==> config.mk <==
export PLATFORM = sky130hd
export DESIGN_NAME = vshuf_unit
export DESIGN_NICKNAME = d
export VERILOG_FILES = /design/src/rtl/vshuf_pkg.sv /design/src/rtl/vshuf_bcast.sv /design/src/rtl/vshuf_half.sv /design/src/rtl/vshuf_perm.sv /design/src/rtl/vshuf_qsel.sv /design/src/rtl/vshuf_unit.sv
export SDC_FILE = /design/constraint.sdc
export NUM_CORES = 2
export LEC_CHECK = 0
export BUFFER_PORTS_ARGS = -buffer_cell sky130_fd_sc_hd__buf_2
export CAP_MARGIN = 15
export CELL_PAD_IN_SITES_DETAIL_PLACEMENT = 2
export CELL_PAD_IN_SITES_GLOBAL_PLACEMENT = 2
export CORE_ASPECT_RATIO = 1.5
export CORE_MARGIN = 5
export CORE_UTILIZATION = 40
export CTS_CLUSTER_SIZE = 10
export DETAILED_ROUTE_END_ITERATION = 7
export PLACE_DENSITY_LB_ADDON = 0.15
export REMOVE_ABC_BUFFERS = 1
export SYNTH_ARGS = -nofsm -noshare
export SYNTH_HDL_FRONTEND = slang
export SYNTH_SLANG_ARGS = --single-unit
==> constraint.sdc <==
create_clock -name clk -period 3.43 [get_ports clk]
set_input_delay 0.5145 -clock clk [delete_from_list [all_inputs] [get_ports clk]]
set_output_delay 0.5145 -clock clk [all_outputs]
set_load 0.01 [all_outputs]
==> src/rtl/vshuf_pkg.sv <==
package vshuf_pkg;
    localparam int VW   = 256;
    localparam int HW   = VW / 2;
    localparam int N32  = VW / 32;
    localparam int N64  = VW / 64;
    localparam int PER_LANE32 = HW / 32;
    localparam int PER_LANE64 = HW / 64;

    typedef enum logic [3:0] {
        OP_BC8    = 4'd0,
        OP_BC16   = 4'd1,
        OP_BC32   = 4'd2,
        OP_BC64   = 4'd3,
        OP_BC128  = 4'd4,
        OP_INSERT = 4'd5,
        OP_EXTRACT= 4'd6,
        OP_PIN32  = 4'd7,
        OP_PIN64  = 4'd8,
        OP_PX32   = 4'd9,
        OP_PX64   = 4'd10,
        OP_QSEL   = 4'd11
    } vshuf_op_e;

    typedef struct packed {
        logic [HW-1:0] hi;
        logic [HW-1:0] lo;
    } vec_halves_t;

    function automatic logic [HW-1:0] pick_quarter(input vec_halves_t a,
                                                   input vec_halves_t b,
                                                   input logic [1:0] code);
        case (code)
            2'd0:    pick_quarter = a.lo;
            2'd1:    pick_quarter = a.hi;
            2'd2:    pick_quarter = b.lo;
            default: pick_quarter = b.hi;
        endcase
    endfunction
endpackage

==> src/rtl/vshuf_bcast.sv <==
module vshuf_bcast
    import vshuf_pkg::*;
(
    input  logic [3:0]    op,
    input  logic [HW-1:0] scalar,
    output logic [VW-1:0] bc_out
);
    always_comb begin
        case (op)
            OP_BC8:   bc_out = {(VW/8){scalar[7:0]}};
            OP_BC16:  bc_out = {(VW/16){scalar[15:0]}};
            OP_BC32:  bc_out = {(VW/32){scalar[31:0]}};
            OP_BC64:  bc_out = {(VW/64){scalar[63:0]}};
            default:  bc_out = {(VW/HW){scalar}};
        endcase
    end
endmodule

==> src/rtl/vshuf_half.sv <==
module vshuf_half
    import vshuf_pkg::*;
(
    input  vec_halves_t   vec_a,
    input  logic [HW-1:0] scalar,
    input  logic          sel_hi,
    output logic [VW-1:0] ins_out,
    output logic [VW-1:0] ext_out
);
    vec_halves_t ins_v;
    always_comb begin
        ins_v = vec_a;
        if (sel_hi) ins_v.hi = scalar;
        else        ins_v.lo = scalar;
        ins_out = ins_v;
        ext_out = {{HW{1'b0}}, (sel_hi ? vec_a.hi : vec_a.lo)};
    end
endmodule

==> src/rtl/vshuf_perm.sv <==
module vshuf_perm
    import vshuf_pkg::*;
(
    input  logic [VW-1:0] vec_a,
    input  logic [VW-1:0] vec_b,
    output logic [VW-1:0] pin32,
    output logic [VW-1:0] pin64,
    output logic [VW-1:0] px32,
    output logic [VW-1:0] px64
);
    localparam int IW32 = $clog2(N32);
    localparam int IW64 = $clog2(N64);
    localparam int LW32 = $clog2(PER_LANE32);
    localparam int LW64 = $clog2(PER_LANE64);

    logic [31:0] a32 [N32];
    logic [63:0] a64 [N64];

    genvar g;
    generate
        for (g = 0; g < N32; g++) begin : g_w32
            logic [IW32-1:0] xi;
            logic [IW32-1:0] li;
            assign a32[g] = vec_a[32*g +: 32];
            assign xi = vec_b[32*g +: IW32];
            assign li = IW32'((g / PER_LANE32) * PER_LANE32) + IW32'(vec_b[32*g +: LW32]);
            assign px32[32*g +: 32]  = a32[xi];
            assign pin32[32*g +: 32] = a32[li];
        end
        for (g = 0; g < N64; g++) begin : g_w64
            logic [IW64-1:0] xi;
            logic [IW64-1:0] li;
            assign a64[g] = vec_a[64*g +: 64];
            assign xi = vec_b[64*g +: IW64];
            assign li = IW64'((g / PER_LANE64) * PER_LANE64) + IW64'(vec_b[64*g +: LW64]);
            assign px64[64*g +: 64]  = a64[xi];
            assign pin64[64*g +: 64] = a64[li];
        end
    endgenerate
endmodule

==> src/rtl/vshuf_qsel.sv <==
module vshuf_qsel
    import vshuf_pkg::*;
(
    input  vec_halves_t   vec_a,
    input  vec_halves_t   vec_b,
    input  logic [7:0]    imm,
    output logic [VW-1:0] q_out
);
    logic unused_imm_bits;
    assign unused_imm_bits = imm[2] ^ imm[6];

    vec_halves_t r;
    always_comb begin
        r.lo = imm[3] ? '0 : pick_quarter(vec_a, vec_b, imm[1:0]);
        r.hi = imm[7] ? '0 : pick_quarter(vec_a, vec_b, imm[5:4]);
        q_out = r;
    end
endmodule

==> src/rtl/vshuf_unit.sv <==
module vshuf_unit
    import vshuf_pkg::*;
(
    input  logic          clk,
    input  logic          rst,
    input  logic          req_valid,
    input  logic [3:0]    op,
    input  logic [7:0]    imm,
    input  logic [255:0]  vec_a,
    input  logic [255:0]  vec_b,
    input  logic [127:0]  scalar,
    output logic          res_valid,
    output logic [255:0]  res_data
);
    logic [VW-1:0] bc_v, ins_v, ext_v, pin32_v, pin64_v, px32_v, px64_v, q_v;
    logic [VW-1:0] next_v;

    vshuf_bcast u_bcast (.op(op), .scalar(scalar), .bc_out(bc_v));

    vshuf_half u_half (
        .vec_a(vec_a), .scalar(scalar), .sel_hi(imm[0]),
        .ins_out(ins_v), .ext_out(ext_v)
    );

    vshuf_perm u_perm (
        .vec_a(vec_a), .vec_b(vec_b),
        .pin32(pin32_v), .pin64(pin64_v), .px32(px32_v), .px64(px64_v)
    );

    vshuf_qsel u_qsel (.vec_a(vec_a), .vec_b(vec_b), .imm(imm), .q_out(q_v));

    always_comb begin
        case (op)
            OP_BC8, OP_BC16, OP_BC32, OP_BC64, OP_BC128: next_v = bc_v;
            OP_INSERT:  next_v = ins_v;
            OP_EXTRACT: next_v = ext_v;
            OP_PIN32:   next_v = pin32_v;
            OP_PIN64:   next_v = pin64_v;
            OP_PX32:    next_v = px32_v;
            OP_PX64:    next_v = px64_v;
            OP_QSEL:    next_v = q_v;
            default:    next_v = '0;
        endcase
    end

    always_ff @(posedge clk) begin
        if (rst) begin
            res_valid <= 1'b0;
            res_data  <= '0;
        end else begin
            res_valid <= req_valid;
            if (req_valid) res_data <= next_v;
        end
    end


    reset_clear_chk: assert property (@(posedge clk)
        rst |=> (!res_valid && res_data == '0));


    valid_follow_chk: assert property (@(posedge clk) disable iff (rst)
        req_valid |=> res_valid);


    idle_hold_chk: assert property (@(posedge clk) disable iff (rst)
        !req_valid |=> (!res_valid && $stable(res_data)));


    bcast8_chk: assert property (@(posedge clk) disable iff (rst)
        (req_valid && op == OP_BC8) |=> (res_data[255:248] == $past(scalar[7:0])
                                         && res_data[7:0] == $past(scalar[7:0])));


    insert_keep_chk: assert property (@(posedge clk) disable iff (rst)
        (req_valid && op == OP_INSERT) |=>
            ($past(imm[0]) ? res_data[127:0] == $past(vec_a[127:0])
                           : res_data[255:128] == $past(vec_a[255:128])));


    extract_upper_zero_chk: assert property (@(posedge clk) disable iff (rst)
        (req_valid && op == OP_EXTRACT) |=> res_data[255:128] == '0);


    qsel_zero_lo_chk: assert property (@(posedge clk) disable iff (rst)
        (req_valid && op == OP_QSEL && imm[3]) |=> res_data[127:0] == '0);


    undef_zero_chk: assert property (@(posedge clk) disable iff (rst)
        (req_valid && op >= 4'd12) |=> res_data == '0);
endmodule

==> metrics.md <==
| Metric | Value |
|---|---|
| Clock-pin slew of the registers on the worst-case setup and hold paths | `60 ps` |
| Grt met2 use | `between 70 and 80%` |
| HPWL Detailed | `244,600 um` |
| Most common cell in the netlist | `mux4_2` |
| Die X | `between 300 and 400 um` |
| Buffers on Ports | `just over 900` |
| Detail-routed via count per cell | `8.362` |
| Worst slew pin tran | `between 1000 and 1500 ps` |
| FF+latch count, synth | `257` |
| Hold buffers post-CTS | `0` |
| Ys async rst share | `0%` |
| Final Skew | `0 ps` |
| Main synth FF type | `dfxtp_1` |
| GRT overflow | `0` |
| CTS tree | `done` |
| Initial DRC count | `10,080` |
| Remaining DRCs | `0` |
| Post-Syn Area | `54,890 um^2` |
| Boundary Pins | `912` |
| Synth-to-layout area growth | `15.13%` |
| Mux cell area share after synthesis | `49.69%` |
| Met1 GRT Util | `about three fifths` |
| Initial Utilization | `40.23%` |
| Syn avg cell area | `between 9 and 10 um^2` |
| Global-route wire length before repair | `515,300 um` |
| GRT busiest layer | `met2` |
| Minimum clock period | `2679 ps` |
| Clock sinks | `257` |
| 1st-pass router iterations | `6` |
| CORE AREA | `between 100,000 and 150,000 um^2` |
| Post-DRT Antenna Nets | `0` |
| Clock power frac | `27.7%` |
| Crit path capture type | `flip-flop` |
| Share of cells above drive strength 1 | `39.71%` |
| Drt total wl | `between 300,000 and 400,000 um` |
| Post-synthesis sequential area ratio | `9.373%` |
| Worst-Skew Late Latency | `~640 ps` |
| Number of synthesis warnings | `0` |
| DIE HEIGHT | `463.7 um` |
| Routability cong. | `0.9289` |
| CP max FO | `22` |
| Post-synth top area share | `33.23%` |
| Switching Share | `44.83%` |
| Fin crit share | `about four fifths` |
| Post-CTS Resized | `0` |
| Pint | `0.009360 W` |
| Net Sw Power | `around 0.0076 W` |
| Antenna violations before repair | `64` |
| Final Max Tran Viols | `0` |
| WL/cell | `46.32 um` |
| R2r setup slk | `~1800 ps` |
| Final hold vios | `0` |
| Row count | `166` |
| Final TNS setup | `0 ps` |
| Nets | `6,768` |
| Worst relative slew slack | `12.28%` |
| Combinational power share | `52.5%` |
| Final WS setup | `751.4 ps` |
| Post-route cell area | `about 63,000 um^2` |
| Cells taking the most area after synthesis | `mux4_2 33%, mux2i_1 12%, dfxtp_1 9.4%` |
| DP Worst Slack | `237.3 ps` |
| Filler cells | `14,540` |
| RSZ-0062 raised after global routing | `no` |
| Vias | `~66,000` |
| Die ar. | `roughly 140,000 um^2` |
| Crit path required time | `about 4000 ps` |
| Sequential share of power | `about a fifth` |
| Synth cell types | `76` |
| Leading area contributor after synthesis | `mux4_2` |
| Vias in the first global route | `between 60,000 and 70,000` |
| Synth Area in Adders | `0%` |
| Syn Inst Count | `5,777` |
| Synth cell count leaders | `810 x mux4_2, 672 x mux2i_1, 609 x clkbuf_1, 344 x nor2_1, 331 x a221oi_1` |
| Total CTS buffers | `41` |
| Dpl cells | `7,834` |
| Worst hold-check path type | `in2reg` |
| Maximum vdd drop | `0.3234 mV` |
| Outcome | `complete, no violations` |
| Worst setup SP type | `primary input` |
| Worst Path Arrival | `approximately 3200 ps` |
| CP Class | `in2reg` |
| Complex-gate fraction of the synthesized area | `23.58%` |
| Pin count of the biggest net entering global routing | `79` |
| Post-Synth XOR/XNOR Area | `0%` |
| Htree depth | `2` |
| Final Setup Violations | `0` |
| Clock root cell | `clkbuf_16` |
| Finished Layout Cells | `7,945` |
| LEAKAGE | `24.25 nW` |
| Main combinational cell family by area after synthesis | `multiplexers` |
| Gr usage total | `around half` |
| EDFF count, synth | `0` |
| Post-CTS setup buffers | `0` |
| Clock Path Buffers | `3` |
| Fmax | `between 300 and 400 MHz` |
| Placed cell areas | `61,780 um^2` |
| Simple-gate share of the synthesized area | `9.685%` |
| Pwr dens | `268.4 nW/um^2` |
| Reported max-cap violation count | `0` |
| Met3 Resource Use GR | `between 10% and 20%` |
final timing paths:
path	startpoint	endpoint	cells past startpoint
worst max register to register	res_data[68]$_SDFFE_PP0P_	res_data[68]$_SDFFE_PP0P_	5
worst max-delay path	op[3]	res_data[94]$_SDFFE_PP0P_	7
worst min-delay path	scalar[108]	res_data[108]$_SDFFE_PP0P_	3
worst min register to register	res_data[128]$_SDFFE_PP0P_	res_data[128]$_SDFFE_PP0P_	1
placed cells by master (no fill, tap or decap), types with 65 or more instances in the layout:
master      n
o22ai_1    96
buf_12     90
mux2_2    205
o211ai_1   93
nor2_1    339
nand2_1   312
o21ai_0   194
a221oi_1  331
a22oi_1   161
nor2b_1   143
buf_4     273
a21oi_1   200
a22o_1     67
mux2i_1   672
a211oi_1   65
dfxtp_1   257
buf_2     876
mux4_2    810
logic make-up (layout without fill, tap and decap cells):
logic type      Yosys count  after routing
compound gates         1718           1718
buf+inv                1000           1362
flops                   257            257
mux                    1687           1687
other cells               0             42
simple gates           1115           1115
power by group through the flow:
stage	Combinational [W]	Clock, W	Sequential [W]
after floorplan	0.00408	0	0.00339
after global placement	0.00824	0	0.00341
after detailed placement	0.00852	0	0.00341
after CTS	0.00858	0.00466	0.00335
after global routing	0.00909	0.00474	0.00336
final	0.00890	0.00469	0.00337
state kept, by name, summed over array words and instances, names as in the netlist:
register / flops
res_valid: 1
res_data: 256
worst max-delay path: stages:
cell     delay [ps]
buf_4           240
buf_4           260
nor2_2          900
o21ai_1         340
a21oi_1         280
nor3_1          130
o41a_1          470
layout make-up:
cell class                      instances  area, um^2  area share [%]
Antenna cell                           42       105.1          0.1663
Clock inverter                          8       90.09          0.1425
Inverter                               33       145.1          0.2297
Clock buffer                           61        1221           1.932
Sequential cell                       257        5145           8.141
Tap cell                             1764        2207           3.492
Timing Repair Buffer                 1260        8506           13.46
Multi-Input combinational cell       4520       45780           72.44
metal layers:
metal / part of all wire, % / vias up
met4: 9.0 / 28
li1: - / 24470
met3: 14 / 1748
met2: 43 / 6207
met5: 0.049 / -
met1: 34 / 33980
per-stage QoR:
stage          util (%)  power, W  hold slack (ps)
3_5_place_dp      45.27   0.01193            462.5
6_report          46.31   0.01696            312.5
3_3_place_gp      45.27   0.01164            445.7
4_1_cts           46.24   0.01659            291.6
5_1_grt           46.26   0.01719            339.4
2_1_floorplan         -  0.007469            487.2
(Power assumes the default switching activity.)
